<file path="src/rtl/cdist_pkg.sv">
package cdist_pkg;
  typedef enum logic [1:0] {
    UPD_IDLE     = 2'd0,
    UPD_SPATIAL  = 2'd1,
    UPD_TEMPORAL = 2'd2,
    UPD_FLUSH    = 2'd3
  } upd_kind_e;
endpackage

</file>
<file path="src/rtl/cdist_store.sv">
module cdist_store #(
  parameter int LANES     = 16,
  parameter int WORD_W    = 16,
  parameter int CTX_DEPTH = 8,
  localparam int LANE_W   = (LANES > 1) ? $clog2(LANES) : 1,
  localparam int CTX_W    = (CTX_DEPTH > 1) ? $clog2(CTX_DEPTH) : 1,
  localparam int ENTRIES  = CTX_DEPTH * LANES
) (
  input  logic                    clk,
  input  logic                    wr_en,
  input  logic [CTX_W-1:0]        wr_ctx,
  input  logic [LANE_W-1:0]       wr_lane,
  input  logic [WORD_W-1:0]       wr_data,
  input  logic [CTX_W-1:0]        rd_ctx,
  output logic [LANES*WORD_W-1:0] rd_words
);
  logic [WORD_W-1:0] mem [ENTRIES];

  always_ff @(posedge clk) begin
    if (wr_en) begin
      mem[int'(wr_ctx) * LANES + int'(wr_lane)] <= wr_data;
    end
  end

  for (genvar l = 0; l < LANES; l++) begin : g_lane
    assign rd_words[l*WORD_W +: WORD_W] = mem[int'(rd_ctx) * LANES + l];
  end
endmodule

</file>
<file path="src/rtl/cdist_ctx_ctl.sv">
module cdist_ctx_ctl
  import cdist_pkg::*;
#(
  parameter int CTX_DEPTH = 8,
  localparam int CTX_W    = (CTX_DEPTH > 1) ? $clog2(CTX_DEPTH) : 1
) (
  input  logic             clk,
  input  logic             rst_n,
  input  logic             run,
  input  logic             temporal,
  output logic [CTX_W-1:0] ctx,
  output upd_kind_e        kind
);
  localparam logic [CTX_W-1:0] CTX_LAST = CTX_W'(CTX_DEPTH - 1);

  logic [CTX_W-1:0] ctx_q, ctx_d;
  logic             last_temp_q, last_temp_d;

  always_comb begin
    if (!run)                        kind = UPD_IDLE;
    else if (temporal)               kind = UPD_TEMPORAL;
    else if (last_temp_q)            kind = UPD_FLUSH;
    else                             kind = UPD_SPATIAL;
  end

  always_comb begin
    ctx_d       = ctx_q;
    last_temp_d = run && temporal;
    if (!run)                    ctx_d = '0;
    else if (ctx_q == CTX_LAST)  ctx_d = '0;
    else                         ctx_d = ctx_q + 1'b1;
  end

  always_ff @(posedge clk or negedge rst_n) begin
    if (!rst_n) begin
      ctx_q       <= '0;
      last_temp_q <= 1'b0;
    end else begin
      ctx_q       <= ctx_d;
      last_temp_q <= last_temp_d;
    end
  end

  assign ctx = ctx_q;

  AST_CTX_WRAP: assert property (@(posedge clk) disable iff (!rst_n)
    (run && ctx_q == CTX_LAST) |=> (ctx_q == '0));
  AST_CTX_STEP: assert property (@(posedge clk) disable iff (!rst_n)
    (run && ctx_q != CTX_LAST) |=> (ctx_q == $past(ctx_q) + 1'b1));
  AST_IDLE_CTX: assert property (@(posedge clk) disable iff (!rst_n)
    (!run) |=> (ctx_q == '0));
endmodule

</file>
<file path="src/rtl/cdist_col_pipe.sv">
module cdist_col_pipe
  import cdist_pkg::*;
#(
  parameter int ROWS   = 4,
  parameter int COLS   = 4,
  parameter int WORD_W = 16,
  localparam int NPE   = ROWS * COLS,
  localparam int CNT_W = $clog2(NPE + 1)
) (
  input  logic                   clk,
  input  logic                   rst_n,
  input  upd_kind_e              kind,
  input  logic [NPE*WORD_W-1:0]  sp_words,
  input  logic [ROWS*WORD_W-1:0] tp_words,
  output logic [NPE*WORD_W-1:0]  cfg,
  output logic [CNT_W-1:0]       rd_count
);
  logic [NPE*WORD_W-1:0] cfg_q, cfg_d;
  logic [CNT_W-1:0]      cnt_q, cnt_d;

  for (genvar r = 0; r < ROWS; r++) begin : g_row
    for (genvar c = 0; c < COLS; c++) begin : g_col
      localparam int IDX = r * COLS + c;
      logic [WORD_W-1:0] src_t;
      if (c == 0) begin : g_head
        assign src_t = tp_words[r*WORD_W +: WORD_W];
      end else begin : g_tail
        assign src_t = cfg_q[(IDX-1)*WORD_W +: WORD_W];
        AST_COL_SHIFT: assert property (@(posedge clk) disable iff (!rst_n)
          (kind == UPD_TEMPORAL) |=>
          (cfg_q[IDX*WORD_W +: WORD_W] == $past(cfg_q[(IDX-1)*WORD_W +: WORD_W])));
      end
      assign cfg_d[IDX*WORD_W +: WORD_W] =
        (kind == UPD_SPATIAL)  ? sp_words[IDX*WORD_W +: WORD_W] :
        (kind == UPD_TEMPORAL) ? src_t : '0;
    end
  end

  always_comb begin
    unique case (kind)
      UPD_SPATIAL:  cnt_d = CNT_W'(NPE);
      UPD_TEMPORAL: cnt_d = CNT_W'(ROWS);
      default:      cnt_d = '0;
    endcase
  end

  always_ff @(posedge clk or negedge rst_n) begin
    if (!rst_n) begin
      cfg_q <= '0;
      cnt_q <= '0;
    end else begin
      cfg_q <= cfg_d;
      cnt_q <= cnt_d;
    end
  end

  assign cfg      = cfg_q;
  assign rd_count = cnt_q;

  AST_NOP_LOAD: assert property (@(posedge clk) disable iff (!rst_n)
    (kind == UPD_IDLE || kind == UPD_FLUSH) |=> (cfg_q == '0 && cnt_q == '0));
  AST_TEMP_READS: assert property (@(posedge clk) disable iff (!rst_n)
    (kind == UPD_TEMPORAL) |=> (cnt_q == CNT_W'(ROWS)));
endmodule

</file>
<file path="src/rtl/cdist_top.sv">
module cdist_top
  import cdist_pkg::*;
#(
  parameter int ROWS      = 4,
  parameter int COLS      = 4,
  parameter int WORD_W    = 16,
  parameter int CTX_DEPTH = 8,
  localparam int NPE      = ROWS * COLS,
  localparam int CTX_W    = (CTX_DEPTH > 1) ? $clog2(CTX_DEPTH) : 1,
  localparam int PE_W     = (NPE > 1) ? $clog2(NPE) : 1,
  localparam int ROW_W    = (ROWS > 1) ? $clog2(ROWS) : 1,
  localparam int CNT_W    = $clog2(NPE + 1)
) (
  input  logic                  clk,
  input  logic                  rst_n,
  input  logic                  run_i,
  input  logic                  temporal_i,
  input  logic                  sp_wr_en_i,
  input  logic [CTX_W-1:0]      sp_wr_ctx_i,
  input  logic [PE_W-1:0]       sp_wr_pe_i,
  input  logic [WORD_W-1:0]     sp_wr_data_i,
  input  logic                  tp_wr_en_i,
  input  logic [CTX_W-1:0]      tp_wr_ctx_i,
  input  logic [ROW_W-1:0]      tp_wr_row_i,
  input  logic [WORD_W-1:0]     tp_wr_data_i,
  output logic [NPE*WORD_W-1:0] pe_cfg_o,
  output logic [CNT_W-1:0]      rd_count_o
);
  logic [CTX_W-1:0]       ctx;
  upd_kind_e              kind;
  logic [NPE*WORD_W-1:0]  sp_words;
  logic [ROWS*WORD_W-1:0] tp_words;

  cdist_ctx_ctl #(.CTX_DEPTH(CTX_DEPTH)) ctl_i (
    .clk(clk), .rst_n(rst_n), .run(run_i), .temporal(temporal_i),
    .ctx(ctx), .kind(kind)
  );

  cdist_store #(.LANES(NPE), .WORD_W(WORD_W), .CTX_DEPTH(CTX_DEPTH)) sp_store_i (
    .clk(clk), .wr_en(sp_wr_en_i), .wr_ctx(sp_wr_ctx_i), .wr_lane(sp_wr_pe_i),
    .wr_data(sp_wr_data_i), .rd_ctx(ctx), .rd_words(sp_words)
  );

  cdist_store #(.LANES(ROWS), .WORD_W(WORD_W), .CTX_DEPTH(CTX_DEPTH)) tp_store_i (
    .clk(clk), .wr_en(tp_wr_en_i), .wr_ctx(tp_wr_ctx_i), .wr_lane(tp_wr_row_i),
    .wr_data(tp_wr_data_i), .rd_ctx(ctx), .rd_words(tp_words)
  );

  cdist_col_pipe #(.ROWS(ROWS), .COLS(COLS), .WORD_W(WORD_W)) pipe_i (
    .clk(clk), .rst_n(rst_n), .kind(kind), .sp_words(sp_words),
    .tp_words(tp_words), .cfg(pe_cfg_o), .rd_count(rd_count_o)
  );

  AST_FLUSH_ON_SWITCH: assert property (@(posedge clk) disable iff (!rst_n)
    (run_i && temporal_i) ##1 (run_i && !temporal_i) |=> (pe_cfg_o == '0));
  AST_IDLE_NOP: assert property (@(posedge clk) disable iff (!rst_n)
    (!run_i) |=> (pe_cfg_o == '0 && rd_count_o == '0));
  AST_RESET_NOP: assert property (@(posedge clk)
    (!rst_n) |-> (pe_cfg_o == '0 && rd_count_o == '0));
endmodule

</file>
<file path="config.mk">
export PLATFORM = sky130hd
export DESIGN_NAME = cdist_top
export DESIGN_NICKNAME = d
export VERILOG_FILES = /design/src/rtl/cdist_pkg.sv /design/src/rtl/cdist_store.sv /design/src/rtl/cdist_ctx_ctl.sv /design/src/rtl/cdist_col_pipe.sv /design/src/rtl/cdist_top.sv
export SDC_FILE = /design/constraint.sdc
export NUM_CORES = 2
export LEC_CHECK = 0
export BUFFER_PORTS_ARGS = -buffer_cell sky130_fd_sc_hd__buf_4
export CAP_MARGIN = 20
export CORE_ASPECT_RATIO = 1.2
export CORE_MARGIN = 5
export CORE_UTILIZATION = 45
export CTS_CLUSTER_DIAMETER = 40
export DETAILED_ROUTE_END_ITERATION = 8
export SLEW_MARGIN = 20
export SYNTH_ARGS = -nofsm -noshare
export SYNTH_HDL_FRONTEND = slang
export SYNTH_SLANG_ARGS = --single-unit
</file>
<file path="constraint.sdc">
create_clock -name clk -period 2.9 [get_ports clk]
set_clock_uncertainty 0.05 [all_clocks]
set_input_delay 0.145 -clock clk [delete_from_list [all_inputs] [get_ports clk]]
set_output_delay 0.145 -clock clk [all_outputs]
set_load 0.01 [all_outputs]
</file>
# Word level (Yosys, flattened, before mapping)
# Memory sizes are Yosys's and may differ from the RTL's.
# Index checks and enable logic that the tools add are counted.
# word_totals
input_bits	50
output_inout_bits	261
romBits	0
latchBits	0
elab_cells	73
ff_bits	265
mem_bits_rw	2560
mem_count	2
# mem_list
name	depth	word_bits	rd	rd_clocked_by_memory_dff	write_ports	line_no	source
sp_store_i.mem	128	16	16	0	1	cdist_store.sv:17	logic [WORD_W-1:0] mem [ENTRIES];
tp_store_i.mem	32	16	4	0	1	cdist_store.sv:17	
# classes
eq_ne	3
n_addsub	21
n_div	0
n_shift	0
mul	0
reduce_logical	1
magnitude_cmp	0
n_mux	42
bitwise	0
# ops
operator	count
$mux W16	32
$add A7 B4 Y7 const B	8
$add A7 B3 Y7 const B	4
$add A7 B2 Y7 const B	2
$add A5 B2 Y5 const B	2
$pmux W5 S2	1
$add A7 B1 Y7 const B	1
$add A7 B4 Y7	1
$mux W2	3
$mux W3	2
$add A5 B1 Y5 const B	1
$add A5 B2 Y5	1
$mux W1	4
$add A3 B1 Y3 const B	1
$eq A3 B3 Y1 const B	1
$eq A2 B1 Y1 const B	1
$eq A2 B2 Y1 const B	1
$logic_and A1 B1 Y1	1

# Depth between registers and ports, before layout
# logic_depth
ltp_word	6
ltp_mapped	9
mapped_depth_nobuf	5

# Cells and area by module
# Synthesis repeated with hierarchy kept, for this count alone.
# hier_totals
hier_cells	4518
area_unflattened_um2	106538.4
# by_module_without_submodules
mod	instances	cells_per_inst	seq_area_each_um2	area_per_inst_um2
cdist_store (sp_store_i)	1	3144	61499.0	77727.0
cdist_store (tp_store_i)	1	784	15374.7	19419.9
cdist_col_pipe	1	578	6456.2	9217.6
cdist_ctx_ctl	1	12	100.1	173.9

# Worst setup path before layout
# No wires, ideal clock.
# synth_timing
kind	input -> register
startpoint	input port sp_wr_ctx_i[1]
endpoint	memory sp_store_i.mem[0][0], enable pin
path_buffers	0
setup_slack_ns	0.733
arrival_time_ns	1.708
path_stages	3
t_required_ns	2.441
path_cell_list	nor2_1 -> nand4b_1 -> nor3_1
# synth_via
elab_chain_len	1
# synth_lines
element	line_no	source
from (decl)	cdist_top.sv:19	input logic [CTX_W-1:0] sp_wr_ctx_i,
$add A7 B4 Y7	cdist_store.sv:21	mem[int'(wr_ctx) * LANES + int'(wr_lane)] <= wr_data;
to (decl)	cdist_store.sv:17	
# Every way passes these cells.

# Final worst setup path
# layout_timing
startpoint	register ctl_i.ctx_q[0], in the netlist ctl_i.ctx[0]
endpoint	register pipe_i.cfg_q[200], in the netlist pipe_i.cfg[200]
# layout_via
elab_chain_len	4
# layout_lines
element	line_no	source
from (decl)	cdist_ctx_ctl.sv:16	logic [CTX_W-1:0] ctx_q, ctx_d;
from (signal assigned)	cdist_ctx_ctl.sv:39	ctx_q <= ctx_d;
branches (longest 3 deep; another with $mem_v2 Z128 W16)	--	
$mux W16 *	cdist_col_pipe.sv:34	(kind == UPD_SPATIAL) ? sp_words[IDX*WORD_W +: WORD_W] :
via pipe_i.cfg_d[200]	cdist_col_pipe.sv:18	logic [NPE*WORD_W-1:0] cfg_q, cfg_d;
to (signal assigned)	cdist_col_pipe.sv:52	cfg_q <= cfg_d;
to (decl)	cdist_col_pipe.sv:18	
# Mark *: on every way through the listed nets, which the timed path passes.

==> flow_metrics.tcl <==
set metrics [dict create \
    synthArstFlopShare_pct 9.252 \
    numCtsBuffers 312 \
    r2r-end "pipe_i.cfg[200]" \
    finalNetCount 6472 \
    timing.fmax_ghz 0.3867 \
    status "finished clean" \
    antenna_found_initial 17 \
    max_slew_margin_pct 27.71 \
    fin_crit_sh_pct 89.17 \
    coreArea_sq_um 237100 \
    area_growth_pct 18.36 \
    max_cap_violations 0 \
    report.final.hold_viol_count 0 \
    yosysSeqAreaShare_pct 77.91 \
    p_per_area_nw_per_um2 722.3 \
    path_common_cell "buf_12" \
    grt_max_degree 81 \
    syn_area_sq_um 107100 \
    cts_tree "built" \
    start_util_pct 45.14 \
    first_iter_violations 5983 \
    cp_slowest_cell "dfrtp_4" \
    drt_wl_total_mm 312.2 \
    drive_gt1_share_pct 24.32 \
    tns_ns 0 \
    multiInputGateArea_sq_um 21910 \
    synth_top_area_share_pct 71.81 \
    synth_area_per_cell_sq_um 18.90 \
    hpwlAfterDp_mm 195.1 \
    worstPathMaxFanout 33 \
    p_leak_nw 42.47 \
    cts_root_buffer "clkbuf_16" \
    yosysTopAreaCell "edfxtp_1" \
    dr_wl_met3_mm 21.91 \
    rsz0062_at_grt "false" \
    grt_usage_pct 24.77 \
    yosys_warnings 0 \
    min_from "sp_wr_en_i" \
    wl_met2_mm 153.1 \
    synth_flop_cell "edfxtp_1" \
    drc 0 \
    die_area_sq_um 247800 \
    hold_class "in -> reg" \
    via_per_inst 5.926 \
    postLayoutCoreUtil_pct 53.43 \
    start_kind "register" \
    clk_latency_ns 0.85 \
    end_kind "register" \
    cts_htree_levels 5 \
    arrival_ns 3.25 \
    io_pins 311 \
    yosysMostFrequentCell "edfxtp_1" \
    n_fill_cell 18540 \
    drt_first_pass_iters 6 \
    ys_seq_elements 2821 \
    crit_required_ns 3.56 \
    grt_pass1_vias 57990 \
    highest_layer "met5" \
    syn_inst 5665 \
    clk_pin_slew_ns 0.06 \
    regToRegSetupSlack_ns 0.31 \
    overflow 0 \
    synth_edf_count 2560 \
    tightestPinTransition_ns 1.084 \
    drt-met1-wl_mm 124.7 \
    critPathKind "reg -> reg" \
    setup_viol 0 \
    clk_path_buf_depth 4 \
    finalCriticalPeriod_ns 2.586 \
    synth_commonest_cells "edfxtp_1 (2560), mux2i_1 (593), nand2_1 (408)" \
    grt_pass1_wl_mm 439.8 \
    worst-r2r-cell-count 7 \
    rows 196 \
    synthTopCellsByArea "edfxtp_1 (72%), dfrtp_1 (6.1%), mux4_2 (5.6%)" \
    final-seq-area_sq_um 83420 \
    wl_per_cell_microns 31.69 \
    gp_congestion 0.8584 \
    io_buffer_count 307 \
    rr_startpoint "ctl_i.ctx[0]" \
    synth_cell_type_count 46 \
    worstHoldEndpoint "sp_store_i.mem[15][8]" \
    crit_chain "buf_12, buf_12, buf_4, mux2i_1, a22oi_1, nand2_1, a21oi_1" \
    ir_drop_uv 422.0 \
    slew_viol_final 0 \
    ant_nets 0 \
    via_count 58400 \
    die_x_microns 455.3 \
    critPathMaxStageDelay_ns 0.71 \
    die_h_microns 544.3 \
    cts.sinks 2821 \
    whs_path_depth 4 \
    cts_setup_buffers 0 \
]
-- power breakdown --
| part | internal [W] | switching [W] |
|---|---|---|
| Clock | 0.0233 | 0.0163 |
| Combinational | 0.00247 | 0.00390 |
| Sequential | 0.0448 | 0.000665 |
| Total | 0.0707 | 0.0209 |
-- stage by stage --
stage / hold slack [ns] / power [W] / area (sq um) / setup WS [ns] / instances
after floorplan: -0.2006 / 0.04920 / 107100 / 0.7326 / 5667
after global placement: 0.1610 / 0.05262 / 115800 / 0.3699 / 9225
after detailed placement: 0.1543 / 0.05270 / 115900 / 0.3666 / 9226
after CTS: 0.0007775 / 0.09210 / 126700 / 0.3164 / 9841
after global routing: 0.04445 / 0.09412 / 126700 / 0.2523 / 9848
final: 0.04589 / 0.09152 / 126700 / 0.3142 / 9854
-- final cells by class --
| class | instances | share of cell area, % |
|---|---|---|
| multi-input cells | 2507 | 17.29 |
| well taps | 3168 | 3.128 |
| repair buffers | 776 | 5.567 |
| inverters | 2 | 0.01580 |
| clock inverters | 166 | 1.463 |
| clock buffers | 401 | 6.677 |
| flip-flops and latches | 2821 | 65.83 |
| diodes | 13 | 0.02567 |
-- placed cells by master (no fill, tap or decap), drive strengths merged, types with 53 or more instances in the layout --
cell     instances
edfxtp        2560
buf            729
mux2i          593
nand2          408
clkbuf         401
nor2           271
mux4           267
dfrtp          261
a22oi          196
a21oi          108
mux2           100
clkinv          76
nor2b           63
o21ai           56
o2111ai         55
a311oi          55
a211oi          53
-- flip-flops by register name, indices dropped and copies added (netlist names) --
name	cells
ctl_i.ctx	3
pipe_i.cfg	256
pipe_i.rd_count	2
sp_store_i.mem	2048
tp_store_i.mem	512
-- worst max-delay path by stage --
stage                                end      startpoint  slack, ns
detailed placement       pipe_i.cfg[225]    ctl_i.ctx[0]       0.37
floorplan           sp_store_i.mem[0][0]  sp_wr_ctx_i[1]       0.73
global placement         pipe_i.cfg[140]    ctl_i.ctx[0]       0.37
finish                   pipe_i.cfg[200]    ctl_i.ctx[0]       0.31
global route             pipe_i.cfg[225]    ctl_i.ctx[0]       0.25
CTS                      pipe_i.cfg[207]    ctl_i.ctx[0]       0.32
-- per-layer routing --
layer  global-route usage [%]  vias to the layer above
met3                    3.497                      520
met4                    9.111                        2
met2                    40.75                     2611
met1                    33.93                    31000
met5                        0                        -
li1                         -                    24270
-- kinds of logic after synthesis --
kind of cell	count (synthesis)	share of synthesized area, %
buffers and inverters	339	1.734
adder cells (fa/ha/maj)	2	0.02337
AND/OR/NAND/NOR	796	3.053
flip-flops	2821	77.91
AO/OA/AOI/OAI	746	5.065
multiplexers	960	12.21
other	1	0.003503
-- repair_timing --
action                                  CTS  global route
hold buffers                             48             0
endpoints found under the hold margin  1836             0
gates resized for setup                   0             0
-- worst max-delay path: cells and delay by family (launching register included) --
kind | cells | cell delay (ns)
compound gates | 2 | 0.49
buf+inv | 3 | 0.84
flops | 1 | 0.71
mux | 1 | 0.09
simple gates | 1 | 0.17
Power figures use the tool's default switching activity.
